==> src/rtl/vcp_pkg.sv <==
package vcp_pkg;

  typedef enum logic {
    SEQ_VALUE   = 1'b0,
    SEQ_COMMAND = 1'b1
  } seq_state_e;

  // Command byte: top two bits 1,0 request a register load.
  function automatic logic is_reg_load(input logic [7:0] cmd);
    return (cmd[7:6] == 2'b10);
  endfunction

endpackage

==> src/rtl/vcp_bus_adapter.sv <==
module vcp_bus_adapter (
  input  logic cpu_sel_n,
  input  logic cpu_rnw,
  input  logic cpu_phi2,
  input  logic cpu_a0,
  output logic wr_n,
  output logic rd_n,
  output logic mode
);

  logic phase1_n;

  // Active-low terms joined with OR behave as an AND of the assertions.
  assign phase1_n = ~cpu_phi2;
  assign wr_n     = cpu_sel_n | cpu_rnw  | phase1_n;
  assign rd_n     = cpu_sel_n | ~cpu_rnw | phase1_n;
  assign mode     = cpu_a0;

endmodule

==> src/rtl/vcp_strobe_sync.sv <==
module vcp_strobe_sync #(
  parameter int DATA_W      = 8,
  parameter int SYNC_STAGES = 2
) (
  input  logic              clk,
  input  logic              rst_n,
  input  logic              wr_n,
  input  logic              rd_n,
  input  logic              mode,
  input  logic [DATA_W-1:0] din,
  output logic              wr_end,
  output logic              rd_end,
  output logic [DATA_W-1:0] cap_data,
  output logic              cap_mode
);

  localparam int SH_W = SYNC_STAGES + 1;

  logic [SH_W-1:0]   wr_sh_q, wr_sh_d;
  logic [SH_W-1:0]   rd_sh_q, rd_sh_d;
  logic [DATA_W-1:0] data_q, data_d;
  logic              mode_q, mode_d;

  always_comb begin
    wr_sh_d = {wr_sh_q[SH_W-2:0], wr_n};
    rd_sh_d = {rd_sh_q[SH_W-2:0], rd_n};
    data_d  = data_q;
    mode_d  = mode_q;
    if (!wr_n) begin
      data_d = din;
      mode_d = mode;
    end
  end

  always_ff @(posedge clk or negedge rst_n) begin
    if (!rst_n) begin
      wr_sh_q <= '1;
      rd_sh_q <= '1;
      data_q  <= '0;
      mode_q  <= 1'b0;
    end else begin
      wr_sh_q <= wr_sh_d;
      rd_sh_q <= rd_sh_d;
      data_q  <= data_d;
      mode_q  <= mode_d;
    end
  end

  // Deassertion (low to high) seen at the output of the synchroniser.
  assign wr_end   = wr_sh_q[SH_W-2] & ~wr_sh_q[SH_W-1];
  assign rd_end   = rd_sh_q[SH_W-2] & ~rd_sh_q[SH_W-1];
  assign cap_data = data_q;
  assign cap_mode = mode_q;

endmodule

==> src/rtl/vcp_pair_seq.sv <==
module vcp_pair_seq
  import vcp_pkg::*;
#(
  parameter int DATA_W = 8,
  parameter int IDX_W  = 3
) (
  input  logic              clk,
  input  logic              rst_n,
  input  logic              wr_end,
  input  logic              rd_end,
  input  logic [DATA_W-1:0] cap_data,
  input  logic              cap_mode,
  output logic              commit,
  output logic [IDX_W-1:0]  commit_idx,
  output logic [DATA_W-1:0] commit_data,
  output logic              pending
);

  seq_state_e        state_q, state_d;
  logic [DATA_W-1:0] hold_q, hold_d;
  logic              hold_en;

  always_comb begin
    state_d = state_q;
    hold_en = 1'b0;
    commit  = 1'b0;
    if (rd_end) begin
      state_d = SEQ_VALUE;
    end else if (wr_end) begin
      if (!cap_mode) begin
        state_d = SEQ_VALUE;
      end else if (state_q == SEQ_VALUE) begin
        state_d = SEQ_COMMAND;
        hold_en = 1'b1;
      end else begin
        state_d = SEQ_VALUE;
        commit  = is_reg_load(cap_data[DATA_W-1 -: 8]);
      end
    end
    hold_d = hold_en ? cap_data : hold_q;
  end

  always_ff @(posedge clk or negedge rst_n) begin
    if (!rst_n) begin
      state_q <= SEQ_VALUE;
      hold_q  <= '0;
    end else begin
      state_q <= state_d;
      hold_q  <= hold_d;
    end
  end

  assign commit_idx  = cap_data[IDX_W-1:0];
  assign commit_data = hold_q;
  assign pending     = (state_q == SEQ_COMMAND);

endmodule

==> src/rtl/vcp_regfile.sv <==
module vcp_regfile #(
  parameter int DATA_W   = 8,
  parameter int NUM_REGS = 8,
  parameter int IDX_W    = 3
) (
  input  logic                       clk,
  input  logic                       rst_n,
  input  logic                       we,
  input  logic [IDX_W-1:0]           widx,
  input  logic [DATA_W-1:0]          wdata,
  output logic [NUM_REGS*DATA_W-1:0] regs_flat
);

  for (genvar i = 0; i < NUM_REGS; i++) begin : g_reg
    logic [DATA_W-1:0] r_q, r_d;
    logic              r_en;

    always_comb begin
      r_en = we && (widx == IDX_W'(i));
      r_d  = r_en ? wdata : r_q;
    end

    always_ff @(posedge clk or negedge rst_n) begin
      if (!rst_n) r_q <= '0;
      else        r_q <= r_d;
    end

    assign regs_flat[i*DATA_W +: DATA_W] = r_q;
  end

endmodule

==> src/rtl/vcp_port.sv <==
module vcp_port #(
  parameter int          DATA_W      = 8,
  parameter int          NUM_REGS    = 8,
  parameter int          COLOR_W     = 4,
  parameter int          COLOR_REG   = 7,
  parameter int          SYNC_STAGES = 2,
  parameter logic [7:0]  STATUS_STUB = 8'h1F
) (
  input  logic                       clk,
  input  logic                       rst_n,
  input  logic                       cpu_sel_n,
  input  logic                       cpu_rnw,
  input  logic                       cpu_phi2,
  input  logic                       cpu_a0,
  input  logic [DATA_W-1:0]          cpu_din,
  output logic [DATA_W-1:0]          cpu_dout,
  output logic                       cpu_dout_oe,
  output logic [COLOR_W-1:0]         text_color,
  output logic [COLOR_W-1:0]         backdrop_color,
  output logic [NUM_REGS*DATA_W-1:0] regs_flat
);

  localparam int IDX_W = $clog2(NUM_REGS);

  logic [1:0]        rst_pipe_q;
  logic              rst_sync_n;
  logic              wr_n, rd_n, mode;
  logic              wr_end, rd_end, cap_mode;
  logic [DATA_W-1:0] cap_data;
  logic              seq_commit, seq_pending;
  logic [IDX_W-1:0]  seq_idx;
  logic [DATA_W-1:0] seq_data;
  logic [DATA_W-1:0] color_reg;

  // Asynchronous assertion, synchronous release.
  always_ff @(posedge clk or negedge rst_n) begin
    if (!rst_n) rst_pipe_q <= 2'b00;
    else        rst_pipe_q <= {rst_pipe_q[0], 1'b1};
  end
  assign rst_sync_n = rst_pipe_q[1];

  vcp_bus_adapter u_adapter (
    .cpu_sel_n (cpu_sel_n),
    .cpu_rnw   (cpu_rnw),
    .cpu_phi2  (cpu_phi2),
    .cpu_a0    (cpu_a0),
    .wr_n      (wr_n),
    .rd_n      (rd_n),
    .mode      (mode)
  );

  vcp_strobe_sync #(.DATA_W(DATA_W), .SYNC_STAGES(SYNC_STAGES)) u_sync (
    .clk      (clk),
    .rst_n    (rst_sync_n),
    .wr_n     (wr_n),
    .rd_n     (rd_n),
    .mode     (mode),
    .din      (cpu_din),
    .wr_end   (wr_end),
    .rd_end   (rd_end),
    .cap_data (cap_data),
    .cap_mode (cap_mode)
  );

  vcp_pair_seq #(.DATA_W(DATA_W), .IDX_W(IDX_W)) u_seq (
    .clk         (clk),
    .rst_n       (rst_sync_n),
    .wr_end      (wr_end),
    .rd_end      (rd_end),
    .cap_data    (cap_data),
    .cap_mode    (cap_mode),
    .commit      (seq_commit),
    .commit_idx  (seq_idx),
    .commit_data (seq_data),
    .pending     (seq_pending)
  );

  vcp_regfile #(.DATA_W(DATA_W), .NUM_REGS(NUM_REGS), .IDX_W(IDX_W)) u_regs (
    .clk       (clk),
    .rst_n     (rst_sync_n),
    .we        (seq_commit),
    .widx      (seq_idx),
    .wdata     (seq_data),
    .regs_flat (regs_flat)
  );

  assign color_reg      = regs_flat[COLOR_REG*DATA_W +: DATA_W];
  assign text_color     = color_reg[2*COLOR_W-1:COLOR_W];
  assign backdrop_color = color_reg[COLOR_W-1:0];

  assign cpu_dout_oe = ~rd_n;
  assign cpu_dout    = (!rd_n && mode) ? DATA_W'(STATUS_STUB) : '0;

endmodule

==> config.mk <==
export PLATFORM = sky130hd
export DESIGN_NAME = vcp_port
export DESIGN_NICKNAME = d
export VERILOG_FILES = /design/src/rtl/vcp_pkg.sv /design/src/rtl/vcp_bus_adapter.sv /design/src/rtl/vcp_strobe_sync.sv /design/src/rtl/vcp_pair_seq.sv /design/src/rtl/vcp_regfile.sv /design/src/rtl/vcp_port.sv
export SDC_FILE = /design/constraint.sdc
export NUM_CORES = 1
export LEC_CHECK = 0
export ABC_AREA = 0
export BUFFER_PORTS_ARGS = -buffer_cell sky130_fd_sc_hd__buf_2
export CAP_MARGIN = 15
export CELL_PAD_IN_SITES_DETAIL_PLACEMENT = 0
export CELL_PAD_IN_SITES_GLOBAL_PLACEMENT = 1
export CORE_UTILIZATION = 46
export DETAILED_ROUTE_END_ITERATION = 10
export GPL_ROUTABILITY_DRIVEN = 1
export PLACE_DENSITY = 0.92
export SYNTH_ARGS = -nofsm -noshare
export SYNTH_HDL_FRONTEND = slang
export SYNTH_SLANG_ARGS = --single-unit
==> constraint.sdc <==
create_clock -name clk -period 4.25 [get_ports clk]
set_input_delay 0.425 -clock clk [delete_from_list [all_inputs] [get_ports clk]]
set_output_delay 0.425 -clock clk [all_outputs]
set_load 0.02 [all_outputs]
==> impl_metrics.py <==
metrics = {
    "die": {
        "dieArea_sq_um": 8214,
        "coreArea_sq_um": 7408,
        "die_h_microns": 90.63,
        "rows": 31,
        "start_util_pct": 48.78,
        "ioPinCount": 95,
        "die_x_microns": 90.63,
    },
    "critical_path": {
        "end_kind": "flip-flop",
        "path_class": "flip-flop to flip-flop",
        "crit_fanout": 8,
        "arrival_ns": 2.38,
        "startpoint": "u_sync.rd_sh_q[1]",
        "cp-start-kind": "flip-flop",
        "r2r_cells": 3,
        "cp.required_ns": 4.50,
        "r2r-start": "u_sync.rd_sh_q[1]",
        "r2r_slack_ns": 2.12,
        "reg2reg_to": "u_seq.commit_data[2]",
    },
    "drt": {
        "drt_iter0_markers": 65,
        "num_vias": 2113,
        "avgViaCountPerCell": 5.079,
        "finalWirelength_mm": 6.799,
        "routedWlPerCell_microns": 16.34,
        "route.detailed.drc": 0,
        "ant_nets": 0,
        "firstDrtPassIters": 4,
    },
    "sta": {
        "fmax_mhz": 469.2,
        "skew_ns": 0.007415,
        "slew_headroom_pct": 45.70,
        "min_period_ns": 2.131,
        "worst_pin_slew_ns": 0.8129,
        "finalSetupTns_ns": 0,
        "drv_slew": 0,
        "hold_viol_final": 0,
        "setup_viol_count_final": 0,
        "rsz0062_at_grt": "no",
        "timing.final.crit_share_pct": 50.15,
    },
    "cells_and_area": {
        "layout_common_cells": "buf_2, dfrtp_1, mux2_2, clkbuf_8, dfstp_2",
        "syn_to_final_growth_pct": 18.94,
        "layout_commonest_cell": "buf_2",
        "nets": 326,
        "drive_gt1_share_pct": 64.04,
        "n_fill_cell": 618,
        "antenna_cells": 0,
        "multi_input_area_sq_um": 1194,
        "stdcell_area_sq_um": 4298,
        "final-seq-area_sq_um": 2263,
    },
    "cts": {
        "clk_pin_slew_ns": 0.08,
        "htreeDepth": 3,
        "root_buffer": "clkbuf_8",
        "clock_path_buffers": 2,
        "post_cts_buffers": 0,
        "cts_tree": "built",
        "insertion_delay_ns": 0.36,
        "cts_made_buffers": 9,
        "cts.sinks": 90,
    },
    "synthesis": {
        "synthAdderAreaFrac_pct": 0,
        "synth_mux_area_share_pct": 25.24,
        "synth_xor_area_share_pct": 0,
        "yosys_register_bits": 90,
        "synth_compound_area_share_pct": 0.2770,
        "ys_warn_count": 0,
        "syn_avg_cell_area_sq_um": 15.85,
        "netlist_area_sq_um": 3613,
        "synth_top_family_by_area": "multiplexers",
        "ys_types": 24,
        "synthSimpleGateAreaFrac_pct": 7.098,
        "yosysSeqAreaShare_pct": 62.53,
        "synthCells": 228,
    },
    "power_and_ir_drop": {
        "p_total_uw": 1796,
        "power_density_nw_per_um2": 418.0,
        "p_leak_uw": 0.002340,
        "peakVddDrop_uv": 261.2,
    },
    "placed_design": {
        "gp_congestion": 0.7714,
        "place_area_sq_um": 4055,
        "dp_hpwl_mm": 4.683,
        "port_buffers": 91,
    },
    "run_status": {
        "status": "finished, final reports clean",
    },
    "global_routing": {
        "grt_pass1_vias": 2056,
        "grt_max_degree": 89,
        "grt_pass1_wl_mm": 10.87,
        "track_usage_pct": 17.61,
        "antenna_found_initial": 0,
        "overflow": 0,
    },
    "job": {
        "maxCapViolCount": 0,
    },
    "min_path": {
        "hp-class": "flip-flop to asynchronous set/reset pin",
    },
}
cell usage after synthesis:
cell type   n  share of area (%)
and2_1      1               0.17
o21ai_0     1               0.14
mux2_2     81                 25
buf_4      18                3.7
nand3b_1    3               0.62
inv_1       3               0.31
and3b_1     3               0.73
buf_2       2               0.28
or3b_4      1               0.31
a21oi_1     1               0.14
dfrtp_1    84                 58
buf_1       1               0.10
nor3_1      1               0.14
conb_1      2               0.21
clkbuf_1    2               0.21
dfstp_2     6                4.4
nand3b_2    2               0.62
nand4_1     4               0.69
nor2b_1     1               0.17
nand2b_1    2               0.35
nand3_1     1               0.14
nor3b_1     3               0.62
nor4_4      4                2.4
or3_1       1               0.17
state kept, by name (all words and copies together), names as in the netlist:
register,flops
u_regs.g.r_q,64
u_sync.wr_sh_q,3
u_seq.pending,1
rst_pipe_q,2
u_sync.cap_data,8
u_sync.rd_sh_q,3
u_sync.cap_mode,1
u_seq.commit_data,8
critical path, stage by stage, from the launching register on:
cell and delay, ns:
dfstp_2 0.55, nor2b_1 0.66, or3_1 0.42, mux2_2 0.38
routing by layer:
metal / vias up / global-route usage, % / routed length, microns
li1: 954 / - / -
met3: 11 / 5.556 / 398
met4: 0 / 6.048 / 79
met2: 73 / 28.16 / 3180
met5: - / 0 / 0
met1: 1075 / 22.70 / 3141
power by group:
part           internal (uW)  total, uW  leakage, uW  switching [uW]
Combinational           76.8        138      0.00104            61.7
Clock                    303        590    0.0000986             287
Sequential               922       1070      0.00120             146
how the worst max path moves through the flow:
stage                        endpoint  slack [ns]  depth (start not counted)
2_1_floorplan  u_regs.g_reg[0].r_q[0]        1.57                          0
3_3_place_gp     u_seq.commit_data[2]        2.21                          3
3_5_place_dp     u_seq.commit_data[2]        2.13                          3
4_1_cts          u_seq.commit_data[2]        2.12                          3
5_1_grt          u_seq.commit_data[7]        2.00                          3
6_report         u_seq.commit_data[2]        2.12                          3
final cells by class:
| cell class | instances | share of cell area, % |
|---|---|---|
| clock buffers | 12 | 3.610 |
| clock inverters | 4 | 1.164 |
| inverters | 3 | 0.2620 |
| multi-input cells | 114 | 27.77 |
| flip-flops and latches | 90 | 52.66 |
| well taps | 99 | 2.882 |
| repair buffers | 94 | 11.64 |
through the flow:
step                instances  setup slack (ns)  hold WS, ns  util (%)
floorplan                 230             1.568       0.1294         -
global placement          398             2.214       0.2096     54.74
detailed placement        398             2.131       0.2123     54.74
CTS                       415             2.116       0.2540     57.64
global route              416             1.999       0.1995     58.01
finish                    416             2.119       0.1823     58.01
what timing repair did:
item                      CTS  global route
hold endpoints to repair    2             0
hold buffers                1             0
resized for setup           0             0
cells by family (layout without fill, tap and decap cells):
group | after synthesis | count (layout)
compound gates | 2 | 2
other cells | 2 | 4
mux | 81 | 81
simple gates | 27 | 27
buf+inv | 26 | 113
flops | 90 | 90
Note: power is estimated with default switching activity, not from simulation.
